**src/rtl/rtmk_pkg.sv**
```systemverilog
package rtmk_pkg;
   typedef enum logic {
      MS_IDLE = 1'b0,
      MS_WAIT = 1'b1
   } meas_state_t;

   localparam int unsigned WORD_DW = 16;
   localparam int unsigned BYTE_DW = 8;
endpackage

```
**src/rtl/rtmk_tx_insert.sv**
```systemverilog
module rtmk_tx_insert
   import rtmk_pkg::*;
#(
   parameter logic [7:0] MARK_CHAR = 8'h5C
) (
   input  logic               send_i,
   input  logic [WORD_DW-1:0] data_i,
   input  logic               ctrl_i,
   output logic [WORD_DW-1:0] word_o,
   output logic               ctrl_o
);
   localparam logic [WORD_DW-1:0] MARK_WORD = {MARK_CHAR, {BYTE_DW{1'b0}}};

   always_comb begin
      if (send_i) begin
         word_o = MARK_WORD;
         ctrl_o = 1'b1;
      end else begin
         word_o = data_i;
         ctrl_o = ctrl_i;
      end
   end
endmodule

```
**src/rtl/rtmk_rx_detect.sv**
```systemverilog
module rtmk_rx_detect
   import rtmk_pkg::*;
#(
   parameter logic [7:0] MARK_CHAR = 8'h5C,
   parameter int unsigned SLIDE_W  = 5
) (
   input  logic [WORD_DW-1:0] word_i,
   input  logic               ctrl_i,
   output logic               hit_o,
   output logic [SLIDE_W-1:0] slide_o
);
   assign hit_o   = ctrl_i && (word_i[WORD_DW-1 -: BYTE_DW] == MARK_CHAR);
   assign slide_o = word_i[SLIDE_W-1:0];
endmodule

```
**src/rtl/rtmk_word_counter.sv**
```systemverilog
module rtmk_word_counter #(
   parameter int unsigned CNT_W = 24
) (
   input  logic             clk,
   input  logic             rst_n,
   input  logic             clear_i,
   input  logic             run_i,
   output logic [CNT_W-1:0] cnt_o,
   output logic             full_o
);
   localparam logic [CNT_W-1:0] CNT_MAX = {CNT_W{1'b1}};

   logic [CNT_W-1:0] cnt_q;

   always_ff @(posedge clk) begin
      if (!rst_n)
         cnt_q <= '0;
      else if (clear_i)
         cnt_q <= '0;
      else if (run_i && (cnt_q != CNT_MAX))
         cnt_q <= cnt_q + 1'b1;
   end

   assign cnt_o  = cnt_q;
   assign full_o = (cnt_q == CNT_MAX);
endmodule

```
**src/rtl/rtmk_combine.sv**
```systemverilog
module rtmk_combine #(
   parameter int unsigned CNT_W     = 24,
   parameter int unsigned SLIDE_W   = 5,
   parameter int unsigned WORD_BITS = 20,
   parameter int unsigned RES_W     = 29
) (
   input  logic [CNT_W-1:0]   words_i,
   input  logic [SLIDE_W-1:0] near_slide_i,
   input  logic [SLIDE_W-1:0] far_slide_i,
   output logic [RES_W-1:0]   total_o,
   output logic [RES_W-2:0]   half_o
);
   localparam bit IS_POW2 = ((WORD_BITS & (WORD_BITS - 1)) == 0);
   localparam int unsigned SH = $clog2(WORD_BITS);

   logic [RES_W-1:0] scaled;

   generate
      if (IS_POW2) begin : g_shift
         assign scaled = RES_W'(words_i) << SH;
      end else begin : g_mult
         assign scaled = RES_W'(words_i) * RES_W'(WORD_BITS);
      end
   endgenerate

   assign total_o = scaled + RES_W'(near_slide_i) + RES_W'(far_slide_i);
   assign half_o  = total_o[RES_W-1:1];
endmodule

```
**src/rtl/rtmk_delay_meter.sv**
```systemverilog
module rtmk_delay_meter
   import rtmk_pkg::*;
#(
   parameter int unsigned CNT_W     = 24,
   parameter int unsigned SLIDE_W   = 5,
   parameter int unsigned WORD_BITS = 20,
   parameter logic [7:0]  MARK_CHAR = 8'h5C,
   localparam int unsigned RES_W    = CNT_W + $clog2(WORD_BITS + 1)
) (
   input  logic               clk,
   input  logic               rst_n,
   input  logic               link_aligned_i,
   input  logic               launch_i,
   input  logic [SLIDE_W-1:0] master_slide_i,
   input  logic [15:0]        tx_data_i,
   input  logic               tx_ctrl_i,
   output logic [15:0]        tx_word_o,
   output logic               tx_ctrl_o,
   input  logic [15:0]        rx_word_i,
   input  logic               rx_ctrl_i,
   output logic               start_pulse_o,
   output logic               stop_pulse_o,
   output logic               busy_o,
   output logic               timeout_o,
   output logic               result_valid_o,
   output logic [RES_W-1:0]   rt_delay_o,
   output logic [RES_W-2:0]   offset_o
);
   generate
      if (SLIDE_W < 1 || SLIDE_W > BYTE_DW) begin : g_bad_slide
         $error("SLIDE_W must fit in the low byte of the marker");
      end
      if (WORD_BITS < 2) begin : g_bad_word
         $error("WORD_BITS must be at least 2");
      end
      if (CNT_W < 4) begin : g_bad_cnt
         $error("CNT_W must be at least 4");
      end
   endgenerate

   meas_state_t      state_q;
   logic             send_q, valid_q, tout_q;
   logic [RES_W-1:0] result_q;
   logic [RES_W-2:0] half_q;

   logic               accept, rx_hit, waiting, cnt_full;
   logic [SLIDE_W-1:0] far_slide;
   logic [CNT_W-1:0]   words;
   logic [RES_W-1:0]   total;
   logic [RES_W-2:0]   half;

   assign waiting = (state_q == MS_WAIT);
   assign accept  = launch_i && link_aligned_i && !waiting;

   rtmk_tx_insert #(.MARK_CHAR(MARK_CHAR)) u_tx (
      .send_i (send_q),
      .data_i (tx_data_i),
      .ctrl_i (tx_ctrl_i),
      .word_o (tx_word_o),
      .ctrl_o (tx_ctrl_o)
   );

   rtmk_rx_detect #(.MARK_CHAR(MARK_CHAR), .SLIDE_W(SLIDE_W)) u_rx (
      .word_i  (rx_word_i),
      .ctrl_i  (rx_ctrl_i),
      .hit_o   (rx_hit),
      .slide_o (far_slide)
   );

   rtmk_word_counter #(.CNT_W(CNT_W)) u_cnt (
      .clk     (clk),
      .rst_n   (rst_n),
      .clear_i (accept),
      .run_i   (waiting && !rx_hit),
      .cnt_o   (words),
      .full_o  (cnt_full)
   );

   rtmk_combine #(
      .CNT_W(CNT_W), .SLIDE_W(SLIDE_W), .WORD_BITS(WORD_BITS), .RES_W(RES_W)
   ) u_comb (
      .words_i      (words),
      .near_slide_i (master_slide_i),
      .far_slide_i  (far_slide),
      .total_o      (total),
      .half_o       (half)
   );

   always_ff @(posedge clk) begin
      if (!rst_n) begin
         state_q  <= MS_IDLE;
         send_q   <= 1'b0;
         valid_q  <= 1'b0;
         tout_q   <= 1'b0;
         result_q <= '0;
         half_q   <= '0;
      end else begin
         send_q  <= accept;
         valid_q <= 1'b0;
         if (accept) begin
            state_q <= MS_WAIT;
            tout_q  <= 1'b0;
         end else if (waiting) begin
            if (rx_hit) begin
               state_q  <= MS_IDLE;
               valid_q  <= 1'b1;
               result_q <= total;
               half_q   <= half;
            end else if (cnt_full) begin
               state_q <= MS_IDLE;
               tout_q  <= 1'b1;
            end
         end
      end
   end

   assign start_pulse_o  = send_q;
   assign stop_pulse_o   = valid_q;
   assign result_valid_o = valid_q;
   assign busy_o         = waiting;
   assign timeout_o      = tout_q;
   assign rt_delay_o     = result_q;
   assign offset_o       = half_q;
endmodule

```
**config.mk**
```make
export PLATFORM = sky130hd
export DESIGN_NAME = rtmk_delay_meter
export DESIGN_NICKNAME = d
export VERILOG_FILES = /design/src/rtl/rtmk_pkg.sv /design/src/rtl/rtmk_tx_insert.sv /design/src/rtl/rtmk_rx_detect.sv /design/src/rtl/rtmk_word_counter.sv /design/src/rtl/rtmk_combine.sv /design/src/rtl/rtmk_delay_meter.sv
export SDC_FILE = /design/constraint.sdc
export NUM_CORES = 1
export LEC_CHECK = 0
export ABC_AREA = 0
export ABC_CLOCK_PERIOD_IN_PS = 3280
export BUFFER_PORTS_ARGS = -buffer_cell sky130_fd_sc_hd__buf_2
export CAP_MARGIN = 25
export CORE_MARGIN = 2
export CORE_UTILIZATION = 35
export DETAILED_ROUTE_END_ITERATION = 10
export PLACE_DENSITY = 0.7
export REMOVE_ABC_BUFFERS = 1
export SYNTH_ARGS = -nofsm -noshare
export SYNTH_HDL_FRONTEND = slang
export SYNTH_SLANG_ARGS = --single-unit
```
**constraint.sdc**
```tcl
create_clock -name clk -period 3.28 [get_ports clk]
set_input_delay 0.164 -clock clk [delete_from_list [all_inputs] [get_ports clk]]
set_output_delay 0.164 -clock clk [all_outputs]
set_load 0.05 [all_outputs]
```
Word level (Yosys, flattened, before mapping) --
Cells that the tools add are included.
Storage, ports and cells: flip-flop bits (word level) 85, bits of input ports 43, word-level logic and storage cells 36
Cells by class: add/subtract/negate cells 3, multiply operators 1, eq/ne operators 3, mux-type cells 7, bitwise operators 4, reduce and logical (&&, ||, !) cells 11
Operators by type and width (number):
- adder 29 x 5 -> 29 bit | 2
- multiplier 24 x 3 -> 27 bit (second input constant) | 1
- adder 24 x 1 -> 24 bit (second input constant) | 1
- == test 24 bit (second input constant) | 1
- != test 24 bit (second input constant) | 1
- two-way mux 16 bit | 1
- == test 8 x 7 -> 1 bit (second input constant) | 1
- two-way mux 1 bit | 6
- AND reduction 3 bit | 2
- logical AND 1 bit | 5
- inverter 1 bit | 4
- OR reduction 3 bit | 1
- zero test 1 bit | 2
- OR reduction 2 bit | 1

Depth between registers and ports, before layout --
Gate-level depths: netlist (run 1).
depth in word-level cells 5, gate-level depth with buffers 15, mapped depth without buffers 15

Cells and area by module --
Synthesis (run 1) repeated with hierarchy kept, for this count alone.
Unflattened totals: cells, all modules 775, area, all modules 7148.1 sq um
Modules (own cells, without submodules):
- rtmk_delay_meter | times used 1, cells an instance 275, area an instance 3131.8 sq um, sequential area each 1221.2 sq um
- rtmk_combine | times used 1, cells an instance 323, area an instance 2549.9 sq um, sequential area each 0.0 sq um
- rtmk_word_counter | times used 1, cells an instance 151, area an instance 1273.7 sq um, sequential area each 480.5 sq um
- rtmk_tx_insert | times used 1, cells an instance 18, area an instance 126.4 sq um, sequential area each 0.0 sq um
- rtmk_rx_detect | times used 1, cells an instance 8, area an instance 66.3 sq um, sequential area each 0.0 sq um

Least setup slack after synthesis (run 1) --
No wires, ideal clock.
path kind reg-to-reg, start reg u_cnt.cnt_q[0] (netlist: u_cnt.cnt_o[0]), end reg result_q[23] (netlist: rt_delay_o[23]), library setup time 0.115 ns, data arrival time 3.518 ns, required time 3.165 ns, slack -0.353 ns, cell stages (with the launch flop) 16, buffers on the path 0, period minus slack after synthesis 3.633 ns, path through dfxtp_1 > ha_1 > inv_1 > fa_1 > inv_1 > ha_1 > inv_1 > o21bai_2 > a21oi_1 > or3_2 > nor4_1 > nand2_1 > nor4_2 > nand2_1 > xnor2_1 > o21ba_2
Between the ends: longest elaborated chain between the ends 3
Ends and longest elaborated chain:
- from (decl) | line rtmk_word_counter.sv:13 | logic [CNT_W-1:0] cnt_q;
- from (signal assigned) | line rtmk_word_counter.sv:21 | cnt_q <= cnt_q + 1'b1;
- multiplier 24 x 3 -> 27 bit | line rtmk_combine.sv:22 | assign scaled = RES_W'(words_i) * RES_W'(WORD_BITS);
- adder 29 x 5 -> 29 bit (2 in series) | line rtmk_combine.sv:26 | assign total_o = scaled + RES_W'(near_slide_i) + RES_W'(far_slide_i);
- to (signal assigned) | line rtmk_delay_meter.sv:107 | result_q <= total;
- to (decl) | line rtmk_delay_meter.sv:43 | logic [RES_W-1:0] result_q;
Every way passes these cells. A chain may end at the register's enable or synchronous reset.

Worst setup path after layout (run 1) --
start reg u_cnt.cnt_q[2] (netlist: u_cnt.cnt_o[2]), end reg result_q[23] (netlist: rt_delay_o[23])
Same word-level chain as after synthesis.

==> metrics.txt, run 1 <==
core area=0.0128 sq mm; post-route setup slack=-0.259 ns; H-Tree Depth=3; Synth Instances=577; antenna violations before repair=0; delay-heaviest family, CP=simple AND/OR/NAND/NOR gates; die width=119 um; setup_tns=-1.10 ns; CTS max path bufs=2; Fmax=283 MHz; routed len/inst=14.7 um; post-synthesis cell type count=55; crit-path cells=ha_4 > inv_2 > fa_1 > inv_2 > ha_4 > inv_4 > o21bai_4 > a21oi_2 > or3_4 > nor4_4 > nand2_2 > nor4_4 > buf_4 > nand2_1 > xnor2_1 > o21ba_2; Placed Cells incl. Taps=897; first-pass iteration count of the detailed router=4; FP Rows=41; multiplexer share of the synthesized area=0.433%; simple-gate area share of the yosys netlist=23.2%; Tightest Pin Transition=0.759 ns; Worst R2R Setup Slack=-0.26 ns; Worst Path Max Fanout=5; nets@finish=862; CTS Buf Count=9; Clock Skew=0.00587 ns; PortBufs=118; DR vias=4780; most common cell after layout, fill and taps aside=buf_2; Hold WS=0.113 ns; Pleak=3.10 nW; Setup Slack @ Placement=-0.249 ns; layout cells sized above 1=40.6%; slew margin rel.=49.1%; cells taking the most area after synthesis=dfxtp_1, ha_1, xor2_1; fin util=51.5%; fill count=1106; Synth Flop Type=dfxtp_1; area share of the leading cell type in the synthesized netlist=24.7%; die area=0.0141 sq mm; Synth Area in Compound Gates=17.3%; worst path required time=3.50 ns; vias in the first global route=4318; via density per instance=5.10; Clock Sinks=57; IO Count=122; final setup fails=7; CP Launch Point=u_cnt.cnt_o[2]; VDD IR-drop max=0.227 mV; DRC=0; Tmin final=3.54 ns; status=complete, but fails checks; critical path endpoint category=flop; power density over the cells=283 mW/mm^2; Seq/Total Area, Yosys=24.7%; root buffer cell=clkbuf_16; Final period util=108%; failing checks=negative setup slack; slowest stage delay, CP=0.51 ns; Startpoint Class=flop; total of warnings raised by yosys=0; RSZ-0062 raised after global routing=yes; Yosys top cell by area=dfxtp_1; total track usage=18.1%; drt initial violations=361; ys async rst share=0%; most frequent cells in the layout=buf_2, buf_4, nor2_1; placed cell areas=0.00569 sq mm; final std cells w/o fill=938; worst skew pair latency=0.33 ns; Area Overhead vs Synth=42.4%; Routed WL=13800 um; Antenna Cells=0; crit path to=rt_delay_o[23]; worst r2r path cells=16; #FFs+latches synth=57; CTS tree=yes; pin count of the biggest net entering global routing=38; GRT Residual Overflow=0; Power, Total=1.86 mW; critical path class=reg2reg; Adder-Cell Fraction of Synth Area=16.2%; gpl congestion=0.822; Worst Hold Class=in2reg; first-pass GRT wire length=20700 um; CP Data Arrival Time=3.76 ns; Starting Density=36.2%; worst r2r dst=rt_delay_o[23]; Final Max Slew Viols=0; Critical path buffers and inverters=4; Mapped Area=0.00462 sq mm; Worst path slowest cell=fa_1; Synth Area in XOR/XNOR=10.8%; Final Hold Vio Count=0; worst flop-to-flop path startpoint=u_cnt.cnt_o[2]; syn_area_per_cell=8.01 sq um; critical path depth in cells=16; number of flops mapped to enable cells by yosys=0; cell area after layout=0.00658 sq mm; clock slew at reported path FFs=0.05 ns; main combinational cell family by area after synthesis=simple AND/OR/NAND/NOR gates; antenna viol nets, final=0; DP HPWL=9460 um; Die H=119 um; Max-Cap Viols=0
worst min-delay path by stage:
stage	startpoint	to	slack (ns)	depth (start not counted)
floorplan	rst_n	rt_delay_o[20]	0.30	2
global route	launch_i	busy_o	0.16	3
detailed placement	launch_i	busy_o	0.44	3
CTS	launch_i	busy_o	0.11	3
global placement	launch_i	busy_o	0.43	3
finish	launch_i	busy_o	0.11	3
worst min-delay path, stage by stage:
cell	delay, ns
buf_2	0.09
a31oi_1	0.07
nor2_1	0.07
cells by family after synthesis:
kind of cell / count (synthesis)
AO/OA/AOI/OAI: 124
multiplexers: 2
flip-flops: 57
XOR/XNOR: 57
AND/OR/NAND/NOR: 222
adder cells (fa/ha/maj): 57
buffers and inverters: 58
report_power, final:
| part | switching, mW | leakage (nW) | internal (mW) |
|---|---|---|---|
| registers | 0.00547 | 0.463 | 0.696 |
| clock network | 0.314 | 0.148 | 0.621 |
| logic | 0.141 | 2.49 | 0.0845 |
repair_timing:
item	CTS	global route
setup buffers	20	7
resized for setup	26	55
pin swaps	24	40
endpoints found under the setup margin	12	15
hold buffers	0	0
Yosys cell counts (13+ instances only):
cell type	n
a211oi_1	18
a21oi_1	41
buf_4	29
dfxtp_1	57
ha_1	52
inv_1	16
nand2_1	58
nand3_1	13
nor2_1	66
nor2b_1	13
nor3_1	14
o21ai_0	30
xnor2_1	24
xor2_1	33
cell type report:
type,count,area (sq um),area share (%)
inverter,17,66.3,1.01
timing repair buffer,215,1340,20.3
clock inverter,3,40.0,0.608
tap,172,215,3.27
sequential,57,1150,17.5
clock buffer,12,256,3.90
multi-input combinational,462,3520,53.4
flip-flops by register name (all words and copies together), names as in the netlist:
register	flops
busy_o	1
result_valid_o	1
rt_delay_o	29
start_pulse_o	1
timeout_o	1
u_cnt.cnt_o	24
routing by layer:
| metal | wire length [um] | vias to the layer above | part of all wire (%) | global-route usage [%] |
|---|---|---|---|---|
| li1 | - | 2377 | - | - |
| met1 | 5560 | 2198 | 40 | 20.9 |
| met2 | 7120 | 177 | 52 | 32.2 |
| met3 | 646 | 28 | 4.7 | 2.78 |
| met4 | 452 | 0 | 3.3 | 9.45 |
| met5 | 0 | - | 0 | 0 |
No activity file was read; power rests on OpenSTA's default activity.
==> inputs of run 2 (changes only) <==
--- a/config.mk
+++ b/config.mk
@@ -6,13 +6,13 @@
 export NUM_CORES = 1
 export LEC_CHECK = 0
 export ABC_AREA = 0
-export ABC_CLOCK_PERIOD_IN_PS = 3280
+export ABC_CLOCK_PERIOD_IN_PS = 3200
 export BUFFER_PORTS_ARGS = -buffer_cell sky130_fd_sc_hd__buf_2
 export CAP_MARGIN = 25
 export CORE_MARGIN = 2
-export CORE_UTILIZATION = 35
+export CORE_UTILIZATION = 45
 export DETAILED_ROUTE_END_ITERATION = 10
-export PLACE_DENSITY = 0.7
+export PLACE_DENSITY = 0.84
 export REMOVE_ABC_BUFFERS = 1
 export SYNTH_ARGS = -nofsm -noshare
 export SYNTH_HDL_FRONTEND = slang
==> constraint.sdc (replaced) <==
create_clock -name clk -period 3.2 [get_ports clk]
set_input_delay 0.16 -clock clk [delete_from_list [all_inputs] [get_ports clk]]
set_output_delay 0.16 -clock clk [all_outputs]
set_load 0.05 [all_outputs]
==> metrics.txt, run 2 (synthesis gave the netlist of run 1 again) <==
GRT Residual Overflow=0 (unchanged); Setup Slack @ Placement=-0.378 ns (-0.128 ns); Pleak=3.09 nW (-0.42%); status=complete, but fails checks; fin util=64.7% (+13 points); most frequent cells in the layout=buf_2, buf_4, nor2_1; DRC=0 (unchanged); antenna violations before repair=0 (unchanged); layout cells sized above 1=42.8% (+2.2 points); core area=0.0101 sq mm (-21%); Multi-input gate area=0.00362 sq mm (+3.0%); Routed WL=17900 um (+30%); first-pass GRT wire length=24400 um (+18%); failing checks=negative setup slack; Largest register FFs=29 (unchanged); Worst Path Max Fanout=5 (unchanged); worst path required time=3.48 ns (-0.02 ns); slew margin rel.=47.1% (-2.0 points); fill count=699 (-37%); DP HPWL=9470 um (+0.12%); first-pass iteration count of the detailed router=5 (+1); worst skew pair latency=0.35 ns (+0.02 ns); FP Rows=37 (-9.8%); Startpoint Class=flop; IO Count=122 (unchanged); VDD IR-drop max=0.150 mV (-34%); Clock Sinks=57 (unchanged); nets@finish=862 (unchanged); H-Tree Depth=3 (unchanged); Worst Hold Class=in2reg; CTS Buf Count=9 (unchanged); vias in the first global route=5153 (+19%); Die H=105 um (-11%); final setup fails=15 (+8); antenna viol nets, final=0 (unchanged); total track usage=27.1% (+9.0 points); die area=0.0111 sq mm (-22%); via density per instance=6.07 (+19%); pin count of the biggest net entering global routing=38 (unchanged); gpl congestion=0.899 (+9.4%); clock slew at reported path FFs=0.07 ns (+0.02 ns); RSZ-0062 raised after global routing=yes; Fmax=267 MHz (-5.4%); root buffer cell=clkbuf_8; critical path endpoint category=flop; Tmin final=3.74 ns (+0.201 ns); register area=0.00115 sq mm (+0.11%); Starting Density=45.6% (+9.4 points); drt initial violations=433 (+20%); CTS tree=yes; DR vias=5485 (+15%); Tightest Pin Transition=0.788 ns (+0.0297 ns); Antenna Cells=0 (unchanged); Clock Skew=0.00882 ns (+0.00295 ns); PortBufs=118 (unchanged); most common cell after layout, fill and taps aside=buf_2; cell area after layout=0.00656 sq mm (-0.42%); Area Overhead vs Synth=41.8%; die width=105 um (-11%); Final period util=117% (+9.0 points); post-route setup slack=-0.541 ns (-0.281 ns); power density over the cells=253 mW/mm^2 (-11%); CTS max path bufs=2 (unchanged); CP Data Arrival Time=4.02 ns (+0.26 ns); placed cell areas=0.00569 sq mm (+0.13%); Final Max Slew Viols=0 (unchanged); Max-Cap Viols=0 (unchanged); Hold Buf Count CTS=0 (unchanged); Power, Total=1.66 mW (-11%); critical path class=reg2reg; routed len/inst=19.9 um (+35%); Final Hold Vio Count=0 (unchanged)
## run 2: worst max-delay path: stages (launching register included)
cell and delay (ns):
dfxtp_2 0.34, ha_4 0.29, ha_4 0.14, inv_2 0.05
fa_2 0.37, nand2b_4 0.17, a211oi_4 0.28, buf_6 0.18
o21ai_4 0.08, a211oi_4 0.27, and2_4 0.21, nand3_2 0.20
nor4_4 0.40, buf_4 0.22, nand4_1 0.11, xor2_1 0.21
a21oi_1 0.15
## run 2: repair_timing
item | CTS | global route
hold endpoints to repair | 0 | 0
gates resized for setup | 52 | 55
endpoints found under the setup margin | 14 | 19
pin swaps | 33 | 37
setup buffers | 17 | 6
## run 2: per-stage QoR
| stage | hold slack (ns) | instances | TNS (ns) |
|---|---|---|---|
| after floorplan | 0.298 | 536 | -2.58 |
| after global placement | 0.422 | 868 | -1.32 |
| after detailed placement | 0.430 | 868 | -2.64 |
| after CTS | 0.0790 | 900 | -0.671 |
| after global routing | 0.120 | 903 | -5.62 |
| final | 0.106 | 903 | -4.95 |
## run 2: worst paths after layout
check,from,to,slack [ns],cells after the start
worst max-delay path,u_cnt.cnt_o[1],rt_delay_o[27],-0.54,16
worst min-delay path,link_aligned_i,start_pulse_o,0.11,3
worst max register to register,u_cnt.cnt_o[1],rt_delay_o[27],-0.54,16
worst min register to register,rt_delay_o[0],rt_delay_o[0],0.45,2
## run 2: layer usage
layer / vias to the layer above / part of all wire, % / global-route usage (%)
li1: 2361 / - / -
met1: 2502 / 34 / 27.3
met2: 459 / 50 / 51.8
met3: 163 / 8.6 / 4.39
met4: 0 / 8.1 / 16.4
met5: - / 0 / 0
## run 2: final cells by class
| cell class | count | share of cell area [%] |
|---|---|---|
| timing repair buffer | 215 | 20.5 |
| inverter | 17 | 0.973 |
| sequential | 57 | 17.6 |
| multi-input combinational | 462 | 55.2 |
| clock buffer | 10 | 2.10 |
| tap | 136 | 2.60 |
| clock inverter | 6 | 1.01 |
## run 2: power breakdown
group / switching, mW / internal, mW / total [mW]
sequential: 0.00515 / 0.711 / 0.716
combinational: 0.148 / 0.0898 / 0.238
clock: 0.322 / 0.381 / 0.703
==> inputs of run 3 (changes only) <==
--- a/config.mk
+++ b/config.mk
@@ -10,9 +10,10 @@
 export BUFFER_PORTS_ARGS = -buffer_cell sky130_fd_sc_hd__buf_2
 export CAP_MARGIN = 25
 export CORE_MARGIN = 2
-export CORE_UTILIZATION = 45
+export CORE_UTILIZATION = 49
 export DETAILED_ROUTE_END_ITERATION = 10
-export PLACE_DENSITY = 0.84
+export GPL_ROUTABILITY_DRIVEN = 0
+export PLACE_DENSITY = 0.89
 export REMOVE_ABC_BUFFERS = 1
 export SYNTH_ARGS = -nofsm -noshare
 export SYNTH_HDL_FRONTEND = slang
==> metrics.txt, run 3 (synthesis gave the netlist of run 1 again) <==
CP Data Arrival Time=4.07 ns (+0.05 ns); power density over the cells=263 mW/mm^2 (+4.0%); die width=101 um (-4.0%); Starting Density=50.3% (+4.7 points); Final period util=118% (+1.6 points); CTS max path bufs=2 (unchanged); RSZ-0062 raised after global routing=yes; antenna viol nets, final=0 (unchanged); antenna violations before repair=1 (+1); top sig layer=met4; Tightest Pin Transition=0.698 ns (-0.0903 ns); Startpoint Class=flop; critical path endpoint category=flop; CTS Buf Count=9 (unchanged); Net Sw Power=0.476 mW (+0.15%); VDD IR-drop max=0.155 mV (+3.1%); Final Hold Vio Count=0 (unchanged); Clock Sinks=57 (unchanged); Final Max Slew Viols=0 (unchanged); setup_tns=-4.92 ns (+0.0218 ns); Largest register FFs=29 (unchanged); GRT Residual Overflow=0 (unchanged); DR vias=5643 (+2.9%); worst skew pair latency=0.36 ns (about the same); critical path class=reg2reg; status=complete, but fails checks; CTS tree=yes; pin count of the biggest net entering global routing=38 (unchanged); DRC=0 (unchanged); Tmin final=3.79 ns (+0.0510 ns); H-Tree Depth=3 (unchanged); Critical path buffers and inverters=1 (-2); final setup fails=16 (+1); DP HPWL=10100 um (+6.8%); via density per instance=6.49 (+6.8%); Max-Cap Viols=0 (unchanged); Worst Hold Class=in2reg; Pleak=2.96 nW (-4.0%); most common cell after layout, fill and taps aside=buf_2; failing checks=negative setup slack; Worst Path Max Fanout=6 (+1); die area=0.0102 sq mm (-7.9%); vias in the first global route=5351 (+3.8%); total track usage=30.4% (+3.3 points); clock share of power=42.1% (-0.3 points); clock slew at reported path FFs=0.08 ns (about the same); internal power=1.18 mW (-0.22%); layout cells sized above 1=39.2% (-3.6 points); most frequent cells in the layout=buf_2, buf_4, nor2_1; first-pass iteration count of the detailed router=9 (+4); PortBufs=118 (unchanged); Placed Cells incl. Taps=842 (-3.0%); root buffer cell=clkbuf_8; core area=0.00920 sq mm (-9.3%); Die H=101 um (-4.0%); routed len/inst=21.2 um (+6.7%); drt initial violations=813 (+88%); slew margin rel.=53.2% (+6.1 points); Worst path slowest cell=o21ai_0; IO Count=122 (unchanged); FP Rows=35 (-5.4%); Gate power share=14.7% (+0.3 points); crit-path cells=ha_1 > ha_1 > nand2_1 > o21ai_0 > o21ai_0 > a21oi_2 > nor2_1 > xor2_1 > nor4_2 > buf_4 > nand4_1 > xor2_1 > a21oi_1; Fmax=264 MHz (-1.3%); Clock Skew=0.0127 ns (+0.00393 ns); post-route setup slack=-0.592 ns (-0.0510 ns); switch share=28.7% (+0.077 points); slowest stage delay, CP=0.53 ns (+0.13 ns); routed length on met2=8610 um (-3.3%); Area Overhead vs Synth=36.2%; Flop pwr share=43.2% (about the same); nets@finish=853 (-1.0%); Routed WL=18400 um (+2.8%); delay-heaviest family, CP=compound AO/OA/AOI/OAI gates; worst path required time=3.48 ns (about the same); first-pass GRT wire length=24600 um (+0.91%); M1 WL=5950 um (-1.8%); Routed met3 length=2040 um (+32%); final std cells w/o fill=870 (-3.7%)
==> run 3: layer usage <==
metal,vias to the layer above,GRT usage (%)
met3,213,9.87
met1,2542,28.6
met5,-,0
met4,0,24.4
met2,527,53.9
li1,2361,-
==> run 3: final cells by class <==
cell class / instances / area [sq um]
Antenna cell: 1 / 2.50
Clock buffer: 11 / 141
Clock inverter: 5 / 55.1
Fill cell: 555 / 2900
Inverter: 17 / 63.8
Multi-Input combinational cell: 462 / 3480
Sequential cell: 57 / 1150
Tap cell: 111 / 139
Timing Repair Buffer: 206 / 1260
==> run 3: worst paths after layout <==
check	to	depth (start not counted)	start	slack, ns
setup / recovery	rt_delay_o[27]	13	u_cnt.cnt_o[15]	-0.59
hold / removal	busy_o	3	link_aligned_i	0.08
setup reg to reg	rt_delay_o[27]	13	u_cnt.cnt_o[15]	-0.59
hold reg to reg	rt_delay_o[0]	2	rt_delay_o[0]	0.48
==> run 3: worst min-delay path: cells and delay by family <==
kind / cells / cell delay [ns]
buffers and inverters: 1 / 0.09
and+or+nand+nor: 1 / 0.08
AOI/OAI and AO/OA: 1 / 0.07
==> run 3: through the flow <==
step                      util [%]  area, sq um  setup WS, ns  power (mW)  hold WS [ns]
after global placement        61.5         5660        -0.280       0.940         0.428
after CTS                     66.8         6150        -0.243        1.61        0.0894
after detailed placement      61.5         5660        -0.379       0.946         0.434
after global routing          68.4         6290        -0.564        1.69        0.0809
final                         68.4         6290        -0.592        1.66        0.0770
after floorplan                  -         4350        -0.433       0.867         0.298
==> run 3: power groups by stage <==
stage / Clock, mW / Sequential, mW / Combinational [mW]
3_3_place_gp: 0 / 0.732 / 0.209
6_report: 0.697 / 0.715 / 0.243
5_1_grt: 0.714 / 0.715 / 0.257
4_1_cts: 0.675 / 0.716 / 0.224
2_1_floorplan: 0 / 0.739 / 0.129
3_5_place_dp: 0 / 0.732 / 0.213
==> run 3: what timing repair did <==
item,in CTS,in global routing
hold buffers,0,0
pin swaps,23,17
resized for setup,44,28
setup endpoints to repair,14,19
setup buffers,6,5
